===== src/rtl/mline_pkg.sv =====
// Package: shared field positions and widths of the modem line detector.
// Assumes a 16-bit register data path; positions are fixed by software use.
package mline_pkg;
    localparam int LINE_CNT = 4;   // ring, cts, dcd, dsr
    localparam int CHG_CNT  = 2;   // tracked lines: cts, dcd
    localparam int DATA_W   = 16;

    typedef enum logic [1:0] {
        LN_RING = 2'd0,
        LN_CTS  = 2'd1,
        LN_DCD  = 2'd2,
        LN_DSR  = 2'd3
    } line_e;

    // status word field bases
    localparam int ST_LVL  = 0;  // 4 level bits
    localparam int ST_PEND = 4;  // 2 pending flags
    localparam int ST_EN   = 6;  // 2 enables
    localparam int ST_NS   = 8;  // 2 either-edge selectors

    // control word bits
    localparam int CT_DTR  = 0;
    localparam int CT_RTS  = 1;
    localparam int CT_LOOP = 2;
    localparam int CT_MASK = 3;
    localparam int CT_W    = 4;
endpackage


===== src/rtl/mline_sync.sv =====
// Module: multi-stage synchronizer for a bus of independent async bits.
// Assumes each bit is independent (no bus coherency needed).
module mline_sync #(
    parameter int WIDTH  = 4,
    parameter int STAGES = 2
) (
    input  logic             clk,
    input  logic             rst_n,
    input  logic [WIDTH-1:0] async_in,
    output logic [WIDTH-1:0] sync_out
);
    logic [WIDTH-1:0] stage_q [STAGES];

    genvar s;
    generate
        for (s = 0; s < STAGES; s++) begin : g_stage
            // shift the sample one flop deeper each clock
            always_ff @(posedge clk) begin
                if (!rst_n)
                    stage_q[s] <= '0;
                else if (s == 0)
                    stage_q[s] <= async_in;
                else
                    stage_q[s] <= stage_q[(s > 0) ? s-1 : 0];
            end
        end
    endgenerate

    assign sync_out = stage_q[STAGES-1];
endmodule


===== src/rtl/mline_chg.sv =====
// Module: change detector and pending flag for one synchronized line.
// Assumes lvl is already synchronous. A set in the clearing cycle wins.
module mline_chg (
    input  logic clk,
    input  logic rst_n,
    input  logic lvl,
    input  logic either_edge,
    input  logic clr,
    output logic edge_hit,
    output logic pend
);
    logic prev_q;
    logic pend_q;

    // remember last level for edge compare
    always_ff @(posedge clk) begin
        if (!rst_n) prev_q <= 1'b0;
        else        prev_q <= lvl;
    end

    assign edge_hit = either_edge ? (lvl ^ prev_q) : (lvl & ~prev_q);

    // pending flag: set by edge, cleared by read, set has priority
    always_ff @(posedge clk) begin
        if (!rst_n)        pend_q <= 1'b0;
        else if (edge_hit) pend_q <= 1'b1;
        else if (clr)      pend_q <= 1'b0;
    end

    assign pend = pend_q;
endmodule


===== src/rtl/mline_ctl.sv =====
// Module: output control word; drives inverted handshake pins and loopback.
// Assumes writes are single-cycle strobes.
module mline_ctl
    import mline_pkg::*;
(
    input  logic            clk,
    input  logic            rst_n,
    input  logic            wr,
    input  logic [CT_W-1:0] wdata,
    output logic [CT_W-1:0] word,
    output logic            dtr_pin,
    output logic            rts_pin,
    output logic            loop_en,
    output logic            mask
);
    logic [CT_W-1:0] ctl_q;

    // hold the control word
    always_ff @(posedge clk) begin
        if (!rst_n)  ctl_q <= '0;
        else if (wr) ctl_q <= wdata;
    end

    assign word    = ctl_q;
    assign dtr_pin = ~ctl_q[CT_DTR];
    assign rts_pin = ~ctl_q[CT_RTS];
    assign loop_en = ctl_q[CT_LOOP];
    assign mask    = ctl_q[CT_MASK];
endmodule


===== src/rtl/mline_det.sv =====
// Module: modem line change detector top. Synchronizes four status lines,
// tracks changes on cts and dcd, builds the interrupt summary, and holds
// the output control word. Assumes a simple select/strobe register port.
module mline_det
    import mline_pkg::*;
#(
    parameter int SYNC_STAGES = 2
) (
    input  logic              clk,
    input  logic              rst_n,
    input  logic              ri_in,
    input  logic              cts_in,
    input  logic              dcd_in,
    input  logic              dsr_in,
    input  logic              reg_sel,
    input  logic              reg_wr,
    input  logic              reg_rd,
    input  logic [DATA_W-1:0] reg_wdata,
    output logic [DATA_W-1:0] reg_rdata,
    output logic              dtr_pin,
    output logic              rts_pin,
    output logic              loop_en,
    output logic              ext_irq,
    output logic              irq_out
);
    logic [LINE_CNT-1:0] pins;
    logic [LINE_CNT-1:0] lvl;
    logic [CHG_CNT-1:0]  en_q;
    logic [CHG_CNT-1:0]  ns_q;
    logic [CHG_CNT-1:0]  chg_edge;
    logic [CHG_CNT-1:0]  chg_pend;
    logic [CT_W-1:0]     ctl_word;
    logic                mask;
    logic                st_rd;
    logic                st_wr;

    assign pins[LN_RING] = ri_in;
    assign pins[LN_CTS]  = cts_in;
    assign pins[LN_DCD]  = dcd_in;
    assign pins[LN_DSR]  = dsr_in;

    mline_sync #(.WIDTH(LINE_CNT), .STAGES(SYNC_STAGES)) u_sync (
        .clk(clk), .rst_n(rst_n), .async_in(pins), .sync_out(lvl)
    );

    assign st_rd = reg_rd & ~reg_sel;
    assign st_wr = reg_wr & ~reg_sel;

    // writable part of status word: enables and sense selectors
    always_ff @(posedge clk) begin
        if (!rst_n) begin
            en_q <= '0;
            ns_q <= '0;
        end else if (st_wr) begin
            en_q <= reg_wdata[ST_EN +: CHG_CNT];
            ns_q <= reg_wdata[ST_NS +: CHG_CNT];
        end
    end

    genvar k;
    generate
        for (k = 0; k < CHG_CNT; k++) begin : g_chg
            mline_chg u_chg (
                .clk(clk), .rst_n(rst_n),
                .lvl(lvl[LN_CTS + k]),
                .either_edge(ns_q[k]),
                .clr(st_rd),
                .edge_hit(chg_edge[k]),
                .pend(chg_pend[k])
            );
        end
    endgenerate

    mline_ctl u_ctl (
        .clk(clk), .rst_n(rst_n),
        .wr(reg_wr & reg_sel),
        .wdata(reg_wdata[CT_W-1:0]),
        .word(ctl_word),
        .dtr_pin(dtr_pin), .rts_pin(rts_pin),
        .loop_en(loop_en), .mask(mask)
    );

    assign ext_irq = |(chg_pend & en_q);
    assign irq_out = ext_irq & mask;

    // assemble read data of the selected word
    always_comb begin
        reg_rdata = '0;
        if (reg_sel) begin
            reg_rdata[CT_W-1:0] = ctl_word;
        end else begin
            reg_rdata[ST_LVL  +: LINE_CNT] = lvl;
            reg_rdata[ST_PEND +: CHG_CNT]  = chg_pend;
            reg_rdata[ST_EN   +: CHG_CNT]  = en_q;
            reg_rdata[ST_NS   +: CHG_CNT]  = ns_q;
        end
    end
endmodule


===== config.mk =====
export PLATFORM = sky130hd
export DESIGN_NAME = mline_det
export DESIGN_NICKNAME = d
export VERILOG_FILES = /design/src/rtl/mline_pkg.sv /design/src/rtl/mline_sync.sv /design/src/rtl/mline_chg.sv /design/src/rtl/mline_ctl.sv /design/src/rtl/mline_det.sv
export SDC_FILE = /design/constraint.sdc
export NUM_CORES = 1
export LEC_CHECK = 0
export ABC_AREA = 1
export BUFFER_PORTS_ARGS = -buffer_cell sky130_fd_sc_hd__buf_4
export CAP_MARGIN = 30
export CORE_AREA = 2 2 58 47
export DETAILED_ROUTE_END_ITERATION = 12
export DIE_AREA = 0 0 60 49
export GPL_TIMING_DRIVEN = 0
export HOLD_SLACK_MARGIN = 0.05
export PLACE_DENSITY = 0.79
export SYNTH_ARGS = -nofsm -noshare
export SYNTH_HDL_FRONTEND = slang
export SYNTH_SLANG_ARGS = --single-unit

===== constraint.sdc =====
create_clock -name clk -period 0.9 [get_ports clk]
set_input_delay 0.18 -clock clk [delete_from_list [all_inputs] [get_ports clk]]
set_output_delay 0.18 -clock clk [all_outputs]
set_load 0.01 [all_outputs]

==> results by group <==
Routing
  • DR WL/cell: 9.35 um
  • Initial drt markers: 14
  • Via density: 4.14
  • Via count: 828
  • Antenna Nets Post-Route: 0
  • Total routed wirelength: 1.87 mm
  • DRC errors left: 0
  • Drt pass-1 iters: 4

Global route
  • Largest net degree at the start of global routing: 12
  • Global-route wire length before repair: 3.04 mm
  • GR Overflow Total: 0
  • GRT Resource Usage Total: 0.137
  • Vias in the first global route: 757
  • Initial antenna violation count: 0

Pwr
  • Comb power frac: 0.201
  • Worst VDD drop: 630 uV
  • Sw Ratio: 0.258
  • Flop pwr share: 0.524
  • Clock Power Share: 0.275
  • Internal Pwr Total: 1.38 mW
  • Static Leak: 0.705 nW
  • Power per standard cell area: 1380 nW/um^2
  • Switch Pwr: 0.480 mW

Floorplanning
  • FP Rows: 16
  • DIE WIDTH: 60 um
  • Die Ht: 49 um
  • Core area: 2420 um^2
  • Initial core utilization: 0.364
  • # IOs: 46
  • Die area: 2940 um^2

Clocking
  • Reg clk slew, reported paths: 0.11 ns
  • Max Root-Sink Buffers: 2
  • CTS sink cnt: 20
  • CTS tree: yes
  • TritonCTS buffer count: 3
  • Post-CTS Hold Buffers: 0
  • Max H-tree Level: 1
  • Root Buffer: clkbuf_4
  • Later-pin clock latency in the skew report: 0.30 ns

Logic synthesis
  • Sequential element share of the synthesized area: 0.454
  • Number of flops mapped to enable cells by yosys: 0
  • Gate Count Post-Synth: 121
  • Post-synth cell types: 17
  • Predominant post-synthesis flop cell: dfxtp_1
  • Syn_area_per_cell: 7.29 um^2
  • Yosys warning total: 0
  • Mapped Area: 882 um^2
  • Asr flop ratio synth: 0
  • FF+latch count, synth: 20

Final layout
  • Layout cells sized above 1: 0.561
  • Antenna diodes: 0
  • Area added between synthesis and finish: 53.5%
  • Most common cell after layout, fill and taps aside: buf_4
  • NumNets Final: 192
  • Most frequent cells in the layout: buf_4 (34), nor2_1 (20), nand2_1 (15)

STA
  • Worst Setup Slack, final: -0.257 ns
  • Finish-stage setup viols: 16
  • TNS Setup: -2.65 ns
  • Slew Viols, Final: 0
  • Number of hold violations in the final report: 0
  • Clock skew: 0.00355 ns
  • Final Critical Period: 1.16 ns
  • Final Cycle Share: 1.29
  • Fmax: 864 MHz
  • RSZ-0062 raised after global routing: true

Critical path
  • Arr. time, crit path: 0.98 ns
  • Kind of cell adding the most delay to the critical path: flip-flops
  • Buffers & Inverters on Critical Path: 1
  • Startpoint class of the critical path: flip-flop
  • Max incr delay on CP: 0.36 ns
  • Crit end category: primary output
  • Critical path peak fanout: 3
  • Kind of critical path: flip-flop to primary output
  • CP cell instances: nand2_2 > a21oi_2 > buf_4
  • Levels on crit path: 3
  • Worst Path Required: 0.72 ns
  • Crit path max-delay cell type: dfxtp_2
  • Worst reg2reg path depth: 5

Placed design
  • Setup WS pre-CTS: -0.0431 ns
  • Hpwl dp: 1.37 mm
  • Gp weighted congestion: 0.770
  • I/O Buffers: 29

Hold path
  • Hold depth: 3
  • Tightest Hold Check Type: input pin to flip-flop

Run status
  • Status: finished with violations
  • Failing checks: negative setup slack

Run
  • Max cap viols: 0
what timing repair did:
action,4_1_cts,5_1_grt
endpoints found under the setup margin,17,17
buffers inserted,2,3
pin swaps,13,9
gates resized for setup,34,19
worst min-delay path, delay by kind of cell:
family,cells,cell delay (ns)
buf+inv,2,0.12
simple gates,1,0.04
kinds of logic after synthesis:
| logic type | share of synthesized area |
|---|---|
| DFF | 0.454 |
| adders and majority gates | 0.0284 |
| other | 0.00425 |
| AOI/OAI and AO/OA | 0.0908 |
| buffers and inverters | 0.199 |
| and+or+nand+nor | 0.224 |
worst paths after layout:
path	end	slack, ns	from
max	irq_out	-0.26	en_q[0]
min	u_sync.stage_q[0][0]	0.06	ri_in
max reg2reg	g_chg[1].u_chg.pend	-0.10	u_sync.stage_q[1][2]
min reg2reg	u_sync.stage_q[1][1]	0.41	u_sync.stage_q[0][1]
stage by stage:
stage / cells / total power [mW] / util / hold slack, ns / instance area [um^2]
after floorplan: 126 / 1.16 / - / 0.278 / 901
after global placement: 191 / 1.28 / 0.480 / 0.359 / 1160
after detailed placement: 191 / 1.29 / 0.480 / 0.364 / 1160
after CTS: 197 / 1.83 / 0.527 / 0.0545 / 1280
after global routing: 200 / 1.95 / 0.559 / 0.0567 / 1350
final: 200 / 1.86 / 0.559 / 0.0557 / 1350
registers in the layout, summed over array words and instances, names as in the netlist:
| register | cells |
|---|---|
| u_sync.stage_q | 8 |
| u_ctl.word | 4 |
| en_q | 2 |
| g_chg.u_chg.pend | 2 |
| g_chg.u_chg.prev_q | 2 |
| ns_q | 2 |
cell type report:
class	count	area, um^2
fill	224	1070
buffer	9	68.8
multi-input combinational	72	394
inverter	25	106
clock buffer	4	36.3
timing repair buffer	34	282
tap	36	45.0
sequential	20	422
synthesized netlist by cell type, types with 2 or more instances:
cell type | instances | area share
o21ai_0 | 8 | 0.045
nand2_4 | 2 | 0.026
o21ai_1 | 5 | 0.028
dfxtp_1 | 20 | 0.45
buf_4 | 7 | 0.060
nand2_1 | 23 | 0.098
nor2_1 | 22 | 0.094
a21oi_1 | 3 | 0.017
ha_1 | 2 | 0.028
inv_1 | 22 | 0.094
layer usage:
| metal | GRT usage | wire length [um] | share of wire | vias to the layer above |
|---|---|---|---|---|
| met5 | 0 | 0 | 0 | - |
| met4 | 0.0481 | 24 | 0.013 | 0 |
| met3 | 0.0292 | 114 | 0.061 | 5 |
| met2 | 0.263 | 980 | 0.52 | 29 |
| met1 | 0.140 | 750 | 0.40 | 366 |
| li1 | - | - | - | 428 |
power groups by stage:
stage	Combinational, mW	Clock, mW	Sequential (mW)
after detailed placement	0.308	0	0.986
after CTS	0.339	0.515	0.974
after floorplan	0.181	0	0.979
after global routing	0.415	0.557	0.981
after global placement	0.299	0	0.982
final	0.374	0.512	0.975
No activity file was read; power rests on OpenSTA's default activity.
